==> config.mk <==
export PLATFORM = sky130hd
export DESIGN_NAME = alu_opsel
export DESIGN_NICKNAME = d
export VERILOG_FILES = /design/src/rtl/alu_opsel_pkg.sv /design/src/rtl/alu_operand_sel.sv /design/src/rtl/alu_logic_unit.sv /design/src/rtl/alu_arith_unit.sv /design/src/rtl/alu_opsel.sv
export SDC_FILE = /design/constraint.sdc
export NUM_CORES = 1
export LEC_CHECK = 0
export ABC_AREA = 1
export BUFFER_PORTS_ARGS = -buffer_cell sky130_fd_sc_hd__buf_2
export CORE_ASPECT_RATIO = 1.5
export CORE_MARGIN = 1.5
export CORE_UTILIZATION = 52
export DETAILED_ROUTE_END_ITERATION = 8
export PLACE_DENSITY = 0.85
export SETUP_SLACK_MARGIN = 0.02
export SYNTH_ARGS = -nofsm -noshare
export SYNTH_HDL_FRONTEND = slang
export SYNTH_SLANG_ARGS = --single-unit
==> constraint.sdc <==
create_clock -name vclk -period 4
set_clock_uncertainty 0.05 [all_clocks]
set_input_delay 0.6 -clock vclk [all_inputs]
set_output_delay 0.6 -clock vclk [all_outputs]
set_load 0.02 [all_outputs]
==> src/rtl/alu_opsel_pkg.sv <==
package alu_opsel_pkg;
  localparam int unsigned DATA_W = 32;
  localparam int unsigned CTRL_W = 3;

  typedef enum logic [1:0] {
    FN_AND   = 2'b00,
    FN_OR    = 2'b01,
    FN_ARITH = 2'b10,
    FN_SLT   = 2'b11
  } alu_fn_e;
endpackage

==> src/rtl/alu_operand_sel.sv <==
module alu_operand_sel #(
  parameter int unsigned W = 32
) (
  input  logic [W-1:0] reg_b_i,
  input  logic [W-1:0] imm_b_i,
  input  logic         sel_i,
  output logic [W-1:0] b_o
);
  always_comb begin
    b_o = sel_i ? imm_b_i : reg_b_i;
  end
endmodule

==> src/rtl/alu_logic_unit.sv <==
module alu_logic_unit #(
  parameter int unsigned W = 32
) (
  input  logic [W-1:0] a_i,
  input  logic [W-1:0] b_i,
  input  logic         or_sel_i,
  output logic [W-1:0] y_o
);
  for (genvar i = 0; i < W; i++) begin : g_bit
    always_comb begin
      y_o[i] = or_sel_i ? (a_i[i] | b_i[i]) : (a_i[i] & b_i[i]);
    end
  end
endmodule

==> src/rtl/alu_arith_unit.sv <==
module alu_arith_unit #(
  parameter int unsigned W = 32
) (
  input  logic [W-1:0] a_i,
  input  logic [W-1:0] b_i,
  input  logic         sub_i,
  output logic [W-1:0] sum_o,
  output logic         lt_o
);
  localparam int unsigned MSB = W - 1;

  logic [W-1:0] b_x;
  logic [W:0]   full;
  logic         ovf;

  always_comb begin
    b_x   = b_i ^ {W{sub_i}};
    full  = {1'b0, a_i} + {1'b0, b_x} + {{W{1'b0}}, sub_i};
    sum_o = full[W-1:0];
    // signed overflow: operand signs agree, result sign differs
    ovf   = (a_i[MSB] == b_x[MSB]) && (sum_o[MSB] != a_i[MSB]);
    lt_o  = sum_o[MSB] ^ ovf;
  end
endmodule

==> src/rtl/alu_opsel.sv <==
module alu_opsel
  import alu_opsel_pkg::*;
#(
  parameter int unsigned W = DATA_W
) (
  input  logic              clk_i,
  input  logic              rst_ni,
  input  logic [W-1:0]      op_a_i,
  input  logic [W-1:0]      reg_b_i,
  input  logic [W-1:0]      imm_b_i,
  input  logic              b_sel_i,
  input  logic [CTRL_W-1:0] ctrl_i,
  output logic [W-1:0]      result_o
);
  alu_fn_e      fn;
  logic         sub_en;
  logic [W-1:0] op_b;
  logic [W-1:0] logic_y;
  logic [W-1:0] arith_y;
  logic         lt;

  // clock and reset are interface-only; the result path is combinational
  logic unused_clk_rst;
  assign unused_clk_rst = clk_i ^ rst_ni;

  assign fn     = alu_fn_e'(ctrl_i[1:0]);
  // SLT needs a - b regardless of bit 2
  assign sub_en = ctrl_i[2] | (fn == FN_SLT);

  alu_operand_sel #(.W(W)) u_opsel (
    .reg_b_i (reg_b_i),
    .imm_b_i (imm_b_i),
    .sel_i   (b_sel_i),
    .b_o     (op_b)
  );

  alu_logic_unit #(.W(W)) u_logic (
    .a_i      (op_a_i),
    .b_i      (op_b),
    .or_sel_i (fn == FN_OR),
    .y_o      (logic_y)
  );

  alu_arith_unit #(.W(W)) u_arith (
    .a_i   (op_a_i),
    .b_i   (op_b),
    .sub_i (sub_en),
    .sum_o (arith_y),
    .lt_o  (lt)
  );

  always_comb begin
    unique case (fn)
      FN_AND, FN_OR: result_o = logic_y;
      FN_ARITH:      result_o = arith_y;
      FN_SLT:        result_o = {{(W-1){1'b0}}, lt};
      default:       result_o = '0;
    endcase
  end
endmodule

==> metrics.cfg, run 1 <==
[yosys]
synth_seq_area_share_pct=0
synth_top_area_share_pct=16.0
synth_area_leader_cell=nand2_1
yosys-top-cells-area=nand2_1, o21ai_0, ha_1, mux2i_1, nor2_1
synth.distinct_cells=36
synthesis.area_um2=3290
synth_common_cells=nand2_1, o21ai_0, nor2_1
yosysMostFrequentCell=nand2_1
syn_inst=604
synth_fp_nets=739
ys_warn_count=0
synth_area_per_cell_um2=5.45

[sta]
min_period_ps=3780
hold_ws_ps=1520
slew_violations=0
fin_setup_tns_ps=0
fin_ws_ps=217
finalCritPeriodShare_pct=94.6
setup_viol=0
grt_setup_unrepaired=no
fmax_mhz=264
finalHoldViolCount=0
relSlewSlack_pct=46.4
worst_pin_slew_ps=803

[finish]
fin_area_um2=4160
flops_and_latches=0
syn2layout_area_growth_pct=26.3
ff_latch_area_um2=0
finish.utilization_pct=67.8
nClkBuffers=0
antenna_cells=0
fin_cells=799
drive_gt1_share_pct=23.2
nets=862

[placement]
dp_slack_ps=96.7
placed_cells=797
port-buffer-count=132
dp_hpwl_um=9690
place_congestion=0.925
postPlaceCellArea_um2=4030

[setup_path]
critPathMaxFanout=31
cp.arrival_ps=3130
cp_data_required_time_ps=3350
endpoint=result_o[27]
startpoint=ctrl_i[1]
critPathKind=input port to primary output
startpoint_type=input port
end_kind=primary output

[outcome]
status=complete, no violations

[pwr]
ir_drop_mv=0.102
finalPower_uw=929
power.leakage_nw=2.21
power.density_nw_per_um2=224

[route]
avgViaCountPerCell=5.69
wirelength_um=12000
wire_per_inst_um=15.1
vias=4546
drc_errors=0
firstDrtPassIters=7
first_iter_violations=183
drtAntennaViolNets=0

[floorplanning]
die_x_um=68.0
design.core.area_um2=6130
num_rows=35
die_area_um2=6820
pin_count=134
start_util_pct=53.7
die_h_um=100

[cts]
cts_hold_buf=0

[global_route]
grt_first_pass_wirelength_um=17500
grt_max_degree=55
antenna_found_initial=0
grt_pass1_vias=4073
grt.overflow.total=0
track_usage_pct=32.4

[hold_path]
hold_path_class=input port to primary output

[flow_run]
max_cap_viol_count=0

[how the worst min path moves through the flow]
| stage | start | slack [ps] | to | depth (start not counted) |
|---|---|---|---|---|
| 2_1_floorplan | op_a_i[30] | 1370 | result_o[30] | 2 |
| 3_3_place_gp | op_a_i[20] | 1520 | result_o[20] | 4 |
| 3_5_place_dp | op_a_i[22] | 1520 | result_o[22] | 4 |
| 4_1_cts | op_a_i[22] | 1520 | result_o[22] | 4 |
| 5_1_grt | op_a_i[30] | 1550 | result_o[30] | 4 |
| 6_report | op_a_i[20] | 1520 | result_o[20] | 4 |
[cells in the final DEF, fill, tap and decap left out, drive strengths merged]
| master | synthesis | layout |
|---|---|---|
| nand2 | 141 | 141 |
| buf | 9 | 138 |
| o21ai | 93 | 93 |
| nor2 | 80 | 80 |
| a21oi | 54 | 54 |
| inv | 52 | 52 |
| xor2 | 33 | 33 |
| nand3 | 32 | 32 |
| ha | 32 | 32 |
| mux2i | 30 | 30 |
| nor3 | 10 | 10 |
| a21o | 4 | 4 |
| o21bai | 4 | 4 |
| o22ai | 3 | 3 |
| or2 | 3 | 3 |
| a31oi | 2 | 2 |
| o21a | 2 | 2 |
| a32o | 2 | 2 |
| o211ai | 1 | 1 |
| a31o | 1 | 1 |
| a211oi | 1 | 1 |
| o311ai | 1 | 1 |
| xnor2 | 1 | 1 |
| and3 | 1 | 1 |
| nand4 | 1 | 1 |
| nor4 | 1 | 1 |
| fa | 1 | 1 |
| clkbuf | 9 | 1 |
[cells by family (layout without fill, tap and decap cells)]
kind of cell | count (synthesis) | in the layout | synth area share [%]
AOI/OAI and AO/OA | 168 | 168 | 27.8
xor gates and xnor gates | 34 | 34 | 9.05
adders and majority gates | 33 | 33 | 12.8
buffers and inverters | 70 | 191 | 8.40
muxes | 30 | 30 | 9.13
and+or+nand+nor | 269 | 269 | 32.9
[final cells by class]
cell class | count | area (um^2)
Inverter | 52 | 195
Timing Repair Buffer | 139 | 762
Fill cell | 586 | 1970
Tap cell | 74 | 92.6
Multi-Input combinational cell | 534 | 3110
[per-layer routing]
metal / global-route usage, % / up-vias / part of all wire [%] / wire (um)
met2: 67.1 / 165 / 54 / 6530
met5: 0 / - / 0 / 0
met4: 13.2 / 0 / 5.1 / 611
li1: - / 2300 / - / -
met1: 30.7 / 2041 / 37 / 4430
met3: 1.68 / 40 / 3.8 / 460
[power by group]
part           switching, mW  leakage [nW]  internal [mW]
clock                      0             0              0
combinational          0.596          2.21          0.333
sequential                 0             0              0
[worst max-delay path, cell delays in order]
cell and delay [ps]:
buf_2 130, a21oi_4 210, buf_12 260, xor2_1 230, ha_1 300, a21oi_1 200, inv_1 60, a31oi_1 130
nand2_1 170, nand2_1 100, nand2_1 120, nand2_1 170, nand2_1 70, nand2_1 60, nand3_1 60, nand2_1 70
buf_2 160
[timing repair]
action	in CTS	in global routing
endpoints found under the setup margin	0	12
resized for setup	0	25
setup buffers	0	1
Power figures use the tool's default switching activity.
==> run 2: changes to the inputs <==
--- a/config.mk
+++ b/config.mk
@@ -8,7 +8,6 @@
 export ABC_AREA = 1
 export BUFFER_PORTS_ARGS = -buffer_cell sky130_fd_sc_hd__buf_2
 export CORE_ASPECT_RATIO = 1.5
-export CORE_MARGIN = 1.5
 export CORE_UTILIZATION = 52
 export DETAILED_ROUTE_END_ITERATION = 8
 export PLACE_DENSITY = 0.85
==> metrics.cfg, run 2 (synthesized netlist as in run 1, its figures left out) <==
[outcome]
status=complete, no violations

[setup_path]
critPathMaxFanout=14
crit_path_frequent_cell=nand2_1
startpoint_type=input port
crit_chain=buf_2, buf_6, buf_4, mux2i_2, xor2_1, ha_1, inv_1, o21ai_0, a21oi_1, o21ai_0, a21oi_1, nand2_1, nand2_1, nand3_1, nand2_1, buf_2
slowest_stage=o21ai_0
end_kind=primary output
slowest_delay_ps=400
cp_data_required_time_ps=3350
critPathKind=input port to primary output
cp.arrival_ps=3250
startpoint=b_sel_i

[floorplanning]
die_h_um=99.4
design.core.area_um2=6130
start_util_pct=53.7
die_area_um2=6660
pin_count=134
num_rows=35
die_x_um=67.0

[finish]
fin_area_um2=4150
num-fill-cells=609
drive_gt1_share_pct=23.9
final_common_cell=nand2_1
final_cell_mix=nand2_1, buf_2, o21ai_0
finish.utilization_pct=67.7
nClkBuffers=0
fin_cells=801
flops_and_latches=0
antenna_cells=0
nets=864
ff_latch_area_um2=0
syn2layout_area_growth_pct=26.1

[hold_path]
holdCritStartpoint=op_a_i[14]
hold_path_class=input port to primary output

[route]
vias=4515
drc_errors=0
wire_per_inst_um=15.0
wirelength_um=12000
firstDrtPassIters=5
drtAntennaViolNets=0
avgViaCountPerCell=5.64
first_iter_violations=184

[sta]
worst_pin_slew_ps=564
finalHoldViolCount=0
slew_violations=0
min_period_ps=3900
relSlewSlack_pct=62.4
setup_viol=0
fin_setup_tns_ps=0
grt_setup_unrepaired=yes
fmax_mhz=256
finalCritPeriodShare_pct=97.6

[global_route]
grt_first_pass_wirelength_um=18100
track_usage_pct=34.5
grt.overflow.total=0
grt_max_degree=36
grt_pass1_vias=4248
antenna_found_initial=0

[placement]
dp_hpwl_um=9680
place_congestion=0.925
placed_cells=801
postPlaceCellArea_um2=4060
port-buffer-count=132

[pwr]
power.leakage_nw=2.21
power.density_nw_per_um2=224
ir_drop_mv=0.122

[flow_run]
max_cap_viol_count=0

run 2: critical path, delay by kind of cell:
family | cells | cell delay, ps
AO/OA/AOI/OAI | 4 | 830
multiplexers | 1 | 270
XOR/XNOR | 1 | 110
adder cells (fa/ha/maj) | 1 | 360
buffers and inverters | 5 | 830
AND/OR/NAND/NOR | 4 | 240
run 2: final timing paths:
kind	depth (start not counted)	slack [ps]	end
worst min-delay path	4	1520	result_o[14]
worst max-delay path	16	100	result_o[30]
run 2: repair_timing:
| action | 4_1_cts | 5_1_grt |
|---|---|---|
| endpoints found under the setup margin | 0 | 18 |
| buffers inserted | 0 | 0 |
| hold buffers | 0 | 0 |
| gates resized for setup | 0 | 27 |
run 2: metal layers:
layer | up-vias | part of all wire, % | GRT usage (%)
met3 | 35 | 3.7 | 1.15
met2 | 156 | 54 | 69.4
met4 | 0 | 5.0 | 16.5
li1 | 2301 | - | -
met5 | - | 0 | 0
met1 | 2023 | 37 | 33.9
run 2: layout make-up:
cell class	instances	area, um^2	area share [%]
repair buffers	141	757	18.2
multi-input cells	534	3110	74.8
inverters	52	195	4.70
well taps	74	92.6	2.23
run 2: power breakdown:
| part | internal (mW) | total [mW] | switching [mW] |
|---|---|---|---|
| Combinational | 0.332 | 0.929 | 0.598 |
| Sequential | 0 | 0 | 0 |
| Clock | 0 | 0 | 0 |
run 2: stage by stage:
step	total power [mW]	hold WS (ps)	setup slack [ps]
floorplan	0.618	1370	152
global placement	0.868	1520	137
detailed placement	0.886	1520	110
CTS	0.890	1520	108
global route	1.02	1530	-48.3
finish	0.929	1520	97.0
